--- config.mk ---
export PLATFORM = sky130hd
export DESIGN_NAME = alt_pulse_gate
export DESIGN_NICKNAME = d
export VERILOG_FILES = /design/src/rtl/alt_gate_pkg.sv /design/src/rtl/alt_gate_sync.sv /design/src/rtl/alt_gate_excite.sv /design/src/rtl/alt_gate_srbit.sv /design/src/rtl/alt_gate_outreg.sv /design/src/rtl/alt_pulse_gate.sv
export SDC_FILE = /design/constraint.sdc
export NUM_CORES = 1
export LEC_CHECK = 0
export BUFFER_PORTS_ARGS = -buffer_cell sky130_fd_sc_hd__buf_4
export CAP_MARGIN = 20
export CORE_AREA = 4 4 41 43
export CTS_BUF_LIST = sky130_fd_sc_hd__clkbuf_8
export DETAILED_ROUTE_END_ITERATION = 16
export DIE_AREA = 0 0 45 47
export HOLD_SLACK_MARGIN = 0.05
export PLACE_DENSITY = 0.3
export SYNTH_ARGS = -nofsm -noshare
export SYNTH_HDL_FRONTEND = slang
export SYNTH_SLANG_ARGS = --single-unit
--- constraint.sdc ---
create_clock -name clk -period 0.83 [get_ports clk]
set_input_delay 0.166 -clock clk [delete_from_list [all_inputs] [get_ports clk]]
set_output_delay 0.166 -clock clk [all_outputs]
set_load 0.01 [all_outputs]
--- src/rtl/alt_gate_pkg.sv ---
package alt_gate_pkg;

    localparam int NUM_VARS = 2;

    // Gray-coded states: {y1, y0}
    typedef enum logic [NUM_VARS-1:0] {
        ST_IDLE = 2'b00,
        ST_HELD = 2'b01,
        ST_GAP  = 2'b11,
        ST_PASS = 2'b10
    } gate_state_e;

    typedef struct packed {
        logic set;
        logic clr;
    } sr_pair_t;

    typedef sr_pair_t [NUM_VARS-1:0] sr_bank_t;

    // Excitation terms for each state variable given present state and input.
    function automatic sr_bank_t excite(input logic [NUM_VARS-1:0] y, input logic x);
        sr_bank_t b;
        b[0].set = ~y[1] &  x;
        b[0].clr =  y[1] &  x;
        b[1].set =  y[0] & ~x;
        b[1].clr = ~y[0] & ~x;
        return b;
    endfunction

    // Set/clear stage update: hold when neither term is active.
    function automatic logic sr_next(input logic q, input sr_pair_t p);
        if (p.set) begin
            return 1'b1;
        end
        if (p.clr) begin
            return 1'b0;
        end
        return q;
    endfunction

    function automatic logic is_passing(input gate_state_e s);
        return s == ST_PASS;
    endfunction

endpackage

--- src/rtl/alt_gate_sync.sv ---
module alt_gate_sync #(
    parameter int STAGES = 2
) (
    input  logic clk,
    input  logic rst,
    input  logic d,
    output logic q
);
    logic [STAGES-1:0] chain_q;

    always_ff @(posedge clk) begin
        if (rst) begin
            chain_q <= '0;
        end else begin
            chain_q <= {chain_q[STAGES-2:0], d};
        end
    end

    assign q = chain_q[STAGES-1];
endmodule

--- src/rtl/alt_gate_excite.sv ---
module alt_gate_excite
    import alt_gate_pkg::*;
(
    input  logic [NUM_VARS-1:0] y,
    input  logic                x,
    output logic [NUM_VARS-1:0] set_v,
    output logic [NUM_VARS-1:0] clr_v
);
    sr_bank_t bank;

    always_comb begin
        bank = excite(y, x);
        for (int i = 0; i < NUM_VARS; i++) begin
            set_v[i] = bank[i].set;
            clr_v[i] = bank[i].clr;
        end
    end
endmodule

--- src/rtl/alt_gate_srbit.sv ---
module alt_gate_srbit
    import alt_gate_pkg::*;
(
    input  logic clk,
    input  logic rst,
    input  logic set_i,
    input  logic clr_i,
    output logic q
);
    sr_pair_t pair;

    always_comb begin
        pair.set = set_i;
        pair.clr = clr_i;
    end

    always_ff @(posedge clk) begin
        if (rst) begin
            q <= 1'b0;
        end else begin
            q <= sr_next(q, pair);
        end
    end
endmodule

--- src/rtl/alt_gate_outreg.sv ---
module alt_gate_outreg
    import alt_gate_pkg::*;
(
    input  logic        clk,
    input  logic        rst,
    input  gate_state_e state,
    output logic        z
);
    always_ff @(posedge clk) begin
        if (rst) begin
            z <= 1'b0;
        end else begin
            z <= is_passing(state);
        end
    end
endmodule

--- src/rtl/alt_pulse_gate.sv ---
module alt_pulse_gate
    import alt_gate_pkg::*;
#(
    parameter int SYNC_STAGES = 2
) (
    input  logic clk,
    input  logic rst,
    input  logic pulse_in,
    output logic pulse_out
);
    logic                x_sync;
    logic [NUM_VARS-1:0] state_bits;
    logic [NUM_VARS-1:0] set_v;
    logic [NUM_VARS-1:0] clr_v;
    gate_state_e         state;

    alt_gate_sync #(.STAGES(SYNC_STAGES)) sync_i (
        .clk (clk),
        .rst (rst),
        .d   (pulse_in),
        .q   (x_sync)
    );

    alt_gate_excite excite_i (
        .y     (state_bits),
        .x     (x_sync),
        .set_v (set_v),
        .clr_v (clr_v)
    );

    for (genvar g = 0; g < NUM_VARS; g++) begin : g_var
        alt_gate_srbit bit_i (
            .clk   (clk),
            .rst   (rst),
            .set_i (set_v[g]),
            .clr_i (clr_v[g]),
            .q     (state_bits[g])
        );
    end

    assign state = gate_state_e'(state_bits);

    alt_gate_outreg out_i (
        .clk   (clk),
        .rst   (rst),
        .state (state),
        .z     (pulse_out)
    );
endmodule

### Word-level counts from Yosys, hierarchy flattened

Cells that the tools add are included.

| operators by class | value |
|---|---|
| reductions and logical operators | 2 |
| bitwise logic cells | 7 |
| equal/unequal tests | 1 |
| muxes and demuxes | 18 |

Operators with widths:

| operator | number |
|---|---|
| 2-to-1 mux 1 bit | 18 |
| bitwise AND 1 bit | 4 |
| nonzero test 2 bit | 2 |
| inverter 1 bit | 3 |
| == test 2 bit, second input constant | 1 |

| word-level totals | value |
|---|---|
| output and inout bits | 1 |
| bits of input ports | 3 |
| register bits | 5 |
| logic and storage cells | 32 |

### Longest topological paths before layout

Gate-level depths: netlist of the first run.

| logic depth | value |
|---|---|
| word-level depth | 8 |
| gate-level depth with buffers | 2 |
| mapped depth without buffers | 2 |

### By module

Synthesis of the first run repeated with hierarchy kept, for this count alone.

| second synthesis, totals | value |
|---|---|
| cells, all modules | 18 |
| area total of the unflattened synthesis | 188.9 um^2 |

By module, submodules not included:

| module | area each (um^2) | cells each | seq. area each (um^2) | times used |
|---|---|---|---|---|
| alt_gate_srbit | 38.8 | 4 | 20.0 | 2 |
| alt_gate_sync | 52.6 | 4 | 40.0 | 1 |
| alt_gate_outreg | 32.5 | 2 | 20.0 | 1 |
| alt_gate_excite | 26.3 | 4 | 0.0 | 1 |

### Least setup slack after synthesis of the first run

OpenSTA, ideal clock, no wires.

| timing | value |
|---|---|
| path kind | reg-to-reg |
| start point | register sync_i.chain_q[1] |
| end point | register g_var[0].bit_i.q |
| cell stages (with the launch flop) | 3 |
| library setup time | 70 ps |
| buffers on the path | 0 |
| data required time | 760 ps |
| period minus slack after synthesis | 606 ps |
| path slack | 224 ps |
| arrival time | 537 ps |
| cell sequence | dfxtp_1 > nand2b_1 > a21oi_1 |

| between the ends | value |
|---|---|
| cells in the longest elaborated chain, start to end | 5 |
| elaborated cells on any way between the ends | 11 |
| classes of those cells | mux (8); bitwise (2); reduce/logical (1) |

RTL lines:

| element | line | RTL |
|---|---|---|
| from (decl) | alt_gate_sync.sv:9 | `logic [STAGES-1:0] chain_q;` |
| from (signal assigned) | alt_gate_sync.sv:15 | `chain_q <= {chain_q[STAGES-2:0], d};` |
| bitwise AND 1 bit | alt_gate_pkg.sv:24 | `b[0].clr = y[1] & x;` |
| 2-to-1 mux 1 bit (2 in series) | alt_gate_pkg.sv:35 | `if (p.clr) begin` |
| 2-to-1 mux 1 bit | alt_gate_srbit.sv:18 | `if (rst) begin` |
| nonzero test 2 bit (no source line) | n/a |  |
| to (signal assigned) | alt_gate_srbit.sv:21 | `q <= sr_next(q, pair);` |
| to (decl) | alt_gate_srbit.sv:8 | `output logic q` |

Several ways; a longest one is shown, not always the timed one. The select of a mux whose other input is x is not followed.
A chain may end at the register's enable or synchronous reset.

### Worst setup path after layout of the first run

| timing | value |
|---|---|
| start point | register out_i.z |
| end point | output port pulse_out |

RTL lines:

| element | line | RTL |
|---|---|---|
| from (decl) | alt_gate_outreg.sv:7 | `output logic z` |
| from (signal assigned) | alt_gate_outreg.sv:13 | `z <= is_passing(state);` |
| to (decl) | alt_pulse_gate.sv:9 | `output logic pulse_out` |

No word-level cell between the ends.

==> results.md, run 1 <==
* Outcome: complete, no violations
* Leading area contributor after synthesis: sky130_fd_sc_hd__dfxtp_1
* Leading cell types by count after synthesis: 5 x sky130_fd_sc_hd__dfxtp_1, 2 x sky130_fd_sc_hd__a21oi_1, 2 x sky130_fd_sc_hd__nand2b_1, 2 x sky130_fd_sc_hd__nor2b_1
* Clock tree skew after final layout at between 2 and 3 ps
* Flip-flop and latch count after synthesis at 5
* Synth Cell Area at 146 µm²
* Post-Syn Instances at 13
* Leak at 0.0943 nW
* Cell Chain, Critical Path: buf_4
* Average wire per standard cell at 7.06 µm
* Accumulated negative setup slack at 0 ps
* GRT Total Usage at under 10%
* Worst Max-Slew Pin Slew at roughly 160 ps
* Slew margin rel. at 89.6%
* Clock buffer count from CTS at 3
* Num rows at 13
* Clk sink count at 5
* FF-to-FF Start: sync_i.chain_q[1]
* Pre-antenna DRT Iters at 3
* Total Nets Final at 24
* Startpoint kind of the worst setup timing path: register
* Sequential area share after synthesis at approximately 70%
* Footprint of the multi-input gates at about 46 µm²
* Net Sw Frac at between 15 and 20%
* Skew-Pair Late Insertion Delay at about 220 ps
* Final max-slew violation count at 0
* Placed cell areas at 188 µm²
* Signed area change from the synthesized netlist to the final layout at 59.0%
* Pwr Density at between 3000 and 4000 nW/µm²
* Count of cell types in the netlist at 6
* Number of diodes added for antenna fixing at 0
* Post-CTS Hold Buffers at 0
* Origin of the worst setup path: out_i.z
* Clock tree from TritonCTS: yes
* Final global-route overflow total at 0
* Highest clock rate at ~1200 MHz
* Fill cells at 151
* Category of the most critical setup path: reg2out
* Post-Synthesis Mean Instance Area at between 10 and 15 µm²
* Number of buffers on the longest clock path at 2
* Maximum fanout encountered on the critical timing path at 1
* ANT nets after route at 0
* Post-CTS setup-driven buffer insertion count at 0
* Main synth FF type: sky130_fd_sc_hd__dfxtp_1
* Clk network pwr share at about three fifths
* Area of the die at between 2000 and 2500 µm²
* Starting utilization of the core area at between 10% and 20%
* CP peak stage delay at a little under 300 ps
* Arr. time, crit path at about 640 ps
* Worst hold start: rst
* Tightest Hold Check Type: in2reg
* HPWL after detailed placement at ~170 µm
* CTS clock-pin slew for the worst setup and hold paths at 40 ps
* Top cells by area, synth: sky130_fd_sc_hd__dfxtp_1 68%, sky130_fd_sc_hd__nand2b_1 8.5%, sky130_fd_sc_hd__nor2b_1 8.5%
* Number of levels in the clock H-tree at 1
* Worst IR drop on VDD at approximately 1100 µV
* Number of top-level pins at 4
* Total net switching power at roughly 130 µW
* Share of the cycle needed by the critical path after routing at 97.1%
* Die width at between 40 and 50 µm
* Share of post-route cells with drive strength above 1 at approximately 30%
* Minimum period implied by the final worst setup slack at just over 800 ps
* Via density at slightly above 3
* Iteration-0 DRC count of the detailed router at 5
* Synthesized net count at 16
* Setup repair after global routing missed its margin: no
* Number of global-route vias before repair at ~100
* Layout Cell Area excl Fill at 233 µm²
* Total number of yosys warnings at 0
* Worst setup EP type: output pin
* Number of DRC violations after detailed routing at 0
* Final Routed Wirelength at around 250 µm
* Pin count of the biggest net entering global routing at 6
* Logic gate share of total power at under 10%
* Internal power consumption at between 500 and 600 µW
* Final Hold Viols at 0
* Sequential standard cell area at 100 µm²
* Data required time of the critical path at around 660 ps
* Port buffer count at 3
* Post-synth top area share at between 60% and 70%
* Crit-path slowest cell: sky130_fd_sc_hd__dfxtp_1
* Synth async-reset ratio at 0%
* Routed vias at 107
* Floorplan die height at roughly 47 µm
* Initial antenna violation count at 0
* Clock root buffer: sky130_fd_sc_hd__clkbuf_8
* Power share of the sequential group at ~36%
* Core Box Area at between 1000 and 1500 µm²
* First-pass GRT wire length at ~430 µm
* Critical path buffers and inverters at 1
* Count of flip-flops with a built-in enable after synthesis at 0
* Setup-failing EPs final at 0
* Number of instances resized during post-cts repair at 0
* Top delay family on crit path: flip-flops
* Placer's final routability congestion estimate at approximately 0.54
* Max-cap violation count at 0
* Library cell with the highest instance count after synthesis: sky130_fd_sc_hd__dfxtp_1
[power by group through the flow]
stage                     sequential [mW]  clock (mW)  combinational, mW
final                               0.255       0.432             0.0208
after global routing                0.256       0.463             0.0230
after CTS                           0.255       0.443             0.0211
after detailed placement            0.259           0             0.0210
after global placement              0.259           0             0.0209
after floorplan                     0.258           0            0.00864
[path summary, 6_finish.rpt]
| check | endpoint | slack (ps) | cells after the start |
|---|---|---|---|
| min | g_var[0].bit_i.q | 140 | 2 |
| min reg2reg | out_i.z | 420 | 1 |
| max reg2reg | g_var[1].bit_i.q | 170 | 2 |
| max | pulse_out | 20 | 1 |
[area by class of cell]
| cell class | instances | area share (%) |
|---|---|---|
| clock buffer | 3 | 17.7 |
| clock inverter | 1 | 1.61 |
| multi-input combinational | 8 | 19.9 |
| sequential | 5 | 43.0 |
| tap | 15 | 8.06 |
| timing repair buffer | 3 | 9.68 |
[stage by stage]
stage | std cells | hold slack, ps | total power, mW | util [%] | setup slack, ps
floorplan | 13 | 235 | 0.267 | - | 224
global placement | 31 | 366 | 0.280 | 14.4 | 194
detailed placement | 31 | 370 | 0.280 | 14.4 | 185
CTS | 35 | 137 | 0.719 | 17.9 | 16.4
global route | 35 | 142 | 0.743 | 17.9 | 3.24
finish | 35 | 141 | 0.708 | 17.9 | 24.0
[cell families (layout without fill, tap and decap cells)]
logic type	after synthesis	in the layout	synth area share, %
AND/OR/NAND/NOR	6	6	24.8
flip-flops	5	5	68.4
AO/OA/AOI/OAI	2	2	6.84
buffers and inverters	0	7	0
[placed cells by master, fill, tap and decap left out, drive strengths merged]
cell and count:
clkbuf 3, nand2 1, a21oi 2, inv 1, buf 3, dfxtp 5, nor3b 1, nor2b 2
nand2b 2
[per-layer routing]
layer  vias to the layer above  GRT usage [%]  wire length [µm]
li1                         55              -                 -
met1                        44           3.18               119
met2                         6           3.11                72
met3                         2           4.60                44
met4                         0           5.26                10
met5                         -              0                 0
[state kept, by name, indices dropped and copies added (netlist names)]
name,cells
g_var.bit_i.q,2
sync_i.chain_q,2
out_i.z,1
(Power assumes the default switching activity.)
==> run 2, diff against run 1 <==
--- a/config.mk
+++ b/config.mk
@@ -13,6 +13,7 @@
 export DIE_AREA = 0 0 45 47
 export HOLD_SLACK_MARGIN = 0.05
 export PLACE_DENSITY = 0.3
+export RECOVER_POWER = 100
 export SYNTH_ARGS = -nofsm -noshare
 export SYNTH_HDL_FRONTEND = slang
 export SYNTH_SLANG_ARGS = --single-unit
==> run 2 against run 1 <==
Non-clock buffer count unchanged; critical endpoint unchanged; register-to-register slack about the same; combinational power about the same; sequential power about the same; highest routed layer unchanged; utilization unchanged.
==> results.md, run 2 (synthesized netlist as in run 1, its figures left out) <==
* Number of levels in the clock H-tree at 1 (unchanged)
* Slew margin rel. at 89.6% (unchanged)
* Accumulated negative setup slack at 0 ps (unchanged)
* Worst Max-Slew Pin Slew at 156 ps (unchanged)
* Post-CTS setup-driven buffer insertion count at 0 (unchanged)
* GRT Total Usage at 3.63% (unchanged)
* Footprint of the multi-input gates at 46.3 µm² (unchanged)
* Core Box Area at 1300 µm² (unchanged)
* Minimum period implied by the final worst setup slack at 806 ps (unchanged)
* Final Hold Viols at 0 (unchanged)
* Pin count of the biggest net entering global routing at 6 (unchanged)
* Number of top-level pins at 4 (unchanged)
* ANT nets after route at 0 (unchanged)
* Data required time of the critical path at 660 ps (about the same)
* Skew-Pair Late Insertion Delay at 220 ps (about the same)
* Starting utilization of the core area at 11.2% (unchanged)
* Pre-antenna DRT Iters at 3 (unchanged)
* Startpoint kind of the worst setup timing path: register (unchanged)
* Top delay family on crit path: flip-flops (unchanged)
* Final Routed Wirelength at 246 µm (was 247 µm)
* Clk sink count at 5 (unchanged)
* Number of DRC violations after detailed routing at 0 (unchanged)
* Category of the most critical setup path: reg2out (unchanged)
* Worst IR drop on VDD at 1140 µV (unchanged)
* Routed vias at 107 (unchanged)
* Setup-failing EPs final at 0 (unchanged)
* Maximum fanout encountered on the critical timing path at 1 (unchanged)
* Max-cap violation count at 0 (unchanged)
* Area of the die at 2120 µm² (unchanged)
* Initial antenna violation count at 0 (unchanged)
* Fill cells at 151 (unchanged)
* Final max-slew violation count at 0 (unchanged)
* Critical path buffers and inverters at 1 (unchanged)
* First-pass GRT wire length at 427 µm (unchanged)
* Number of diodes added for antenna fixing at 0 (unchanged)
* Layout Cell Area excl Fill at 233 µm² (unchanged)
* Clock buffer count from CTS at 3 (unchanged)
* Highest clock rate at 1240 MHz (unchanged)
* Placed cell areas at 188 µm² (unchanged)
* Final global-route overflow total at 0 (unchanged)
* Sequential standard cell area at 100 µm² (unchanged)
* Setup repair after global routing missed its margin: no (unchanged)
* Number of instances resized during post-cts repair at 0 (unchanged)
* Signed area change from the synthesized netlist to the final layout at 59.0% (unchanged)
* Pwr Density at 3040 nW/µm² (about the same)
* Worst setup EP type: output pin (unchanged)
* Iteration-0 DRC count of the detailed router at 5 (unchanged)
* Outcome: complete, no violations (unchanged)
* Total Nets Final at 24 (unchanged)
* Clock root buffer: sky130_fd_sc_hd__clkbuf_8 (unchanged)
* Average wire per standard cell at 7.03 µm (was 7.06 µm)
* Clock tree skew after final layout at 2.83 ps (unchanged)
* Number of global-route vias before repair at 103 (unchanged)
* Via density at 3.06 (unchanged)
* CP peak stage delay at 290 ps (about the same)
* Tightest Hold Check Type: in2reg (unchanged)
* Highest-count cells in the layout ignoring fill and taps: 5 x sky130_fd_sc_hd__dfxtp_1, 3 x sky130_fd_sc_hd__clkbuf_8 (was 5 x sky130_fd_sc_hd__dfxtp_1, 3 x sky130_fd_sc_hd__clkbuf_8, 3 x sky130_fd_sc_hd__buf_4)
* Number of buffers on the longest clock path at 2 (unchanged)
* Clock tree from TritonCTS: yes (unchanged)
* Num rows at 13 (unchanged)
* Floorplan die height at 47 µm (unchanged)
* Post-CTS Hold Buffers at 0 (unchanged)
* Leading cell type in the layout, fill and taps excluded: sky130_fd_sc_hd__dfxtp_1 (unchanged)
* Largest registers: g_var.bit_i.q (2), sync_i.chain_q (2), out_i.z (1) (unchanged)
* Port buffer count at 3 (unchanged)
* Share of the cycle needed by the critical path after routing at 97.1% (unchanged)
* Share of post-route cells with drive strength above 1 at 30.0% (unchanged)
* Cell Chain, Critical Path: buf_4 (unchanged)
* HPWL after detailed placement at 167 µm (unchanged)
* Die width at 45 µm (unchanged)
* Arr. time, crit path at 640 ps (about the same)
* Leak at 0.0941 nW (was 0.0943 nW)
* Crit-path slowest cell: sky130_fd_sc_hd__dfxtp_1 (unchanged)
* Placer's final routability congestion estimate at 0.545 (unchanged)
* CTS clock-pin slew for the worst setup and hold paths at 40 ps (about the same)
## run 2: cell count changes in the layout (fill, tap and decap cells not counted)
cell,before,now
sky130_fd_sc_hd__clkbuf_4,0,1
sky130_fd_sc_hd__buf_4,3,2
## run 2: routing by layer
layer / part of all wire [%] / global-route usage [%]
met5: 0 / 0
met4: 4.1 / 5.26
met3: 18 / 4.60
met2: 29 / 3.11
met1: 48 / 3.18
## run 2: metrics by stage
stage                     total power [mW]  hold slack, ps  setup WS, ps  util, %  std cells
after floorplan                      0.267             235           224        -         13
after detailed placement             0.280             370           185     14.4         31
final                                0.708             141          24.0     17.9         35
after global routing                 0.742             142          3.24     17.9         35
after global placement               0.280             366           194     14.4         31
after CTS                            0.719             137          16.4     17.9         35
## run 2: worst paths after layout
| kind | from | to | slack [ps] | cells after the start |
|---|---|---|---|---|
| worst min register to register | g_var[0].bit_i.q | out_i.z | 420 | 1 |
| worst max register to register | sync_i.chain_q[1] | g_var[1].bit_i.q | 170 | 2 |
| worst min-delay path | rst | g_var[0].bit_i.q | 140 | 2 |
| worst max-delay path | out_i.z | pulse_out | 20 | 1 |
## run 2: cell type report
class / instances / area share [%]
Clock buffer: 3 / 17.7
Timing Repair Buffer: 3 / 9.68
Tap cell: 15 / 8.06
Sequential cell: 5 / 43.0
Multi-Input combinational cell: 8 / 19.9
Clock inverter: 1 / 1.61
## run 2: power breakdown
group          switching (mW)  leakage (nW)  internal, mW  total [mW]
Combinational         0.00769        0.0263        0.0128      0.0205
Sequential            0.00399        0.0409         0.251       0.255
Clock                   0.115        0.0269         0.317       0.432
Total                   0.127        0.0941         0.581       0.708
==> run 3, diff against run 2 <==
--- a/config.mk
+++ b/config.mk
@@ -5,12 +5,12 @@
 export SDC_FILE = /design/constraint.sdc
 export NUM_CORES = 1
 export LEC_CHECK = 0
-export BUFFER_PORTS_ARGS = -buffer_cell sky130_fd_sc_hd__buf_4
 export CAP_MARGIN = 20
 export CORE_AREA = 4 4 41 43
 export CTS_BUF_LIST = sky130_fd_sc_hd__clkbuf_8
 export DETAILED_ROUTE_END_ITERATION = 16
 export DIE_AREA = 0 0 45 47
+export DONT_BUFFER_PORTS = 1
 export HOLD_SLACK_MARGIN = 0.05
 export PLACE_DENSITY = 0.3
 export RECOVER_POWER = 100
==> run 3 against run 2 <==
Wire length is 1.6% higher; largest power group unchanged; highest routed layer is now met3; worst setup slack gained 66 ps; via count is 0.93% higher; cell count decreased by 5.7%; final area down 5.4%; register-to-register slack barely moved; worst hold slack worse by 130 ps; global-route usage fell by 0.31 points.
==> results.md, run 3 (synthesized netlist as in run 1, its figures left out) <==
* Final core utilization at 16.9% (was 17.9%)
* Tightest Hold Check Type: in2reg (unchanged)
* Total net switching power at 124 µW (was 127 µW)
* Accumulated negative setup slack at 0 ps (unchanged)
* Iteration-0 DRC count of the detailed router at 1 (was 5)
* Via density at 3.27 (was 3.06)
* Area of the die at 2120 µm² (unchanged)
* Port buffer count at 0 (was 3)
* Number of buffers on the longest clock path at 2 (unchanged)
* Worst setup EP type: output pin (unchanged)
* GRT Total Usage at 3.32% (was 3.63%)
* Internal power consumption at 577 µW (was 581 µW)
* Power share of the sequential group at 36.5% (was 36.1%)
* Post-CTS setup-driven buffer insertion count at 0 (unchanged)
* Highest clock rate at 1350 MHz (was 1240 MHz)
* Number of top-level pins at 4 (unchanged)
* Highest-count cells in the layout ignoring fill and taps: 5 x sky130_fd_sc_hd__dfxtp_1, 3 x sky130_fd_sc_hd__clkbuf_8, 2 x sky130_fd_sc_hd__nand2b_1, 2 x sky130_fd_sc_hd__a21oi_1, 2 x sky130_fd_sc_hd__nor2b_1 (was 5 x sky130_fd_sc_hd__dfxtp_1, 3 x sky130_fd_sc_hd__clkbuf_8)
* Logic gate share of total power at 1.9% (was 2.9%)
* Core Box Area at 1300 µm² (unchanged)
* Number of DRC violations after detailed routing at 0 (unchanged)
* Minimum period implied by the final worst setup slack at 740 ps (was 806 ps)
* Slew margin rel. at 88.4% (was 89.6%)
* Clock tree skew after final layout at 2.23 ps (was 2.83 ps)
* Clock root buffer: sky130_fd_sc_hd__clkbuf_8 (unchanged)
* Final max-slew violation count at 0 (unchanged)
* Final global-route overflow total at 0 (unchanged)
* Signed area change from the synthesized netlist to the final layout at 50.4% (was 59.0%)
* Starting utilization of the core area at 11.2% (unchanged)
* Category of the most critical setup path: reg2out (unchanged)
* Pwr Density at 3190 nW/µm² (was 3040 nW/µm²)
* Worst Max-Slew Pin Slew at 173 ps (was 156 ps)
* Maximum fanout encountered on the critical timing path at 1 (unchanged)
* Final Routed Wirelength at 250 µm (was 246 µm)
* Initial antenna violation count at 0 (unchanged)
* Total Nets Final at 22 (was 24)
* Arr. time, crit path at 570 ps (was 640 ps)
* Die width at 45 µm (unchanged)
* Final Hold Viols at 0 (unchanged)
* Average wire per standard cell at 7.58 µm (was 7.03 µm)
* Startpoint kind of the worst setup timing path: register (unchanged)
* Pre-antenna DRT Iters at 2 (was 3)
* Number of levels in the clock H-tree at 1 (unchanged)
* Leading cell type in the layout, fill and taps excluded: sky130_fd_sc_hd__dfxtp_1 (unchanged)
* Final worst slack at 89.7 ps (was 24.0 ps)
* Clock buffer count from CTS at 3 (unchanged)
* Share of post-route cells with drive strength above 1 at 16.7% (was 30.0%)
* Post-Place Cells at 28 (was 31)
* ANT nets after route at 0 (unchanged)
* Setup repair after global routing missed its margin: no (unchanged)
* Share of the cycle needed by the critical path after routing at 89.2% (was 97.1%)
* CTS clock-pin slew for the worst setup and hold paths at 40 ps (about the same)
* Number of global-route vias before repair at 104 (was 103)
* Post-CTS Hold Buffers at 1 (was 0)
* Setup-failing EPs final at 0 (unchanged)
* Clk network pwr share at 61.7% (was 61.0%)
* Number of instances resized during post-cts repair at 0 (unchanged)
* Largest registers: g_var.bit_i.q (2), sync_i.chain_q (2), out_i.z (1) (unchanged)
* Net Sw Frac at 17.7% (was 17.9%)
* First-pass GRT wire length at 386 µm (was 427 µm)
* Worst IR drop on VDD at 1020 µV (was 1140 µV)
* Max-cap violation count at 0 (unchanged)
* Clock tree from TritonCTS: yes (unchanged)
* Placer's final routability congestion estimate at 0.508 (was 0.545)
* Clk sink count at 5 (unchanged)
* Num rows at 13 (unchanged)
* Layout Cell Area excl Fill at 220 µm² (was 233 µm²)
* Placed cell areas at 165 µm² (was 188 µm²)
* Data required time of the critical path at 660 ps (about the same)
* Floorplan die height at 47 µm (unchanged)
* Post-route insts no fill at 33 (was 35)
* Outcome: complete, no violations (unchanged)
* Routed vias at 108 (was 107)
* Total power consumption of the routed design at 702 µW (was 708 µW)
* Leak at 0.0848 nW (was 0.0941 nW)
* Pin count of the biggest net entering global routing at 6 (unchanged)
* Number of diodes added for antenna fixing at 0 (unchanged)
* Placement-stage worst setup slack at 191 ps (was 185 ps)
* Skew-Pair Late Insertion Delay at 220 ps (about the same)
* Final hold slack at 12.6 ps (was 141 ps)
[run 3: path summary, 6_finish.rpt]
check | startpoint | cells past startpoint | end | slack (ps)
max | out_i.z | 0 | pulse_out | 90
min | rst | 1 | g_var[1].bit_i.q | 10
max reg2reg | sync_i.chain_q[1] | 2 | g_var[0].bit_i.q | 180
min reg2reg | g_var[0].bit_i.q | 1 | out_i.z | 430
[run 3: area by class of cell]
cell class | instances | area [µm²]
clock buffer | 3 | 41.3
clock inverter | 1 | 3.75
fill | 155 | 1080
multi-input combinational | 8 | 46.3
sequential | 5 | 100
tap | 15 | 18.8
timing repair buffer | 1 | 10.0
[run 3: metal layers]
layer / up-vias / wire length [µm] / global-route usage [%]
met5: - / 0 / 0
met4: 0 / 0 / 1.75
met2: 7 / 101 / 3.67
met3: 0 / 62 / 6.51
met1: 50 / 86 / 2.05
li1: 51 / - / -
[run 3: power by group through the flow]
stage | logic (mW) | clock network [mW] | registers, mW
floorplan | 0.00864 | 0 | 0.258
global placement | 0.00947 | 0 | 0.259
detailed placement | 0.00954 | 0 | 0.259
CTS | 0.0132 | 0.446 | 0.256
global route | 0.0151 | 0.462 | 0.257
finish | 0.0131 | 0.433 | 0.256
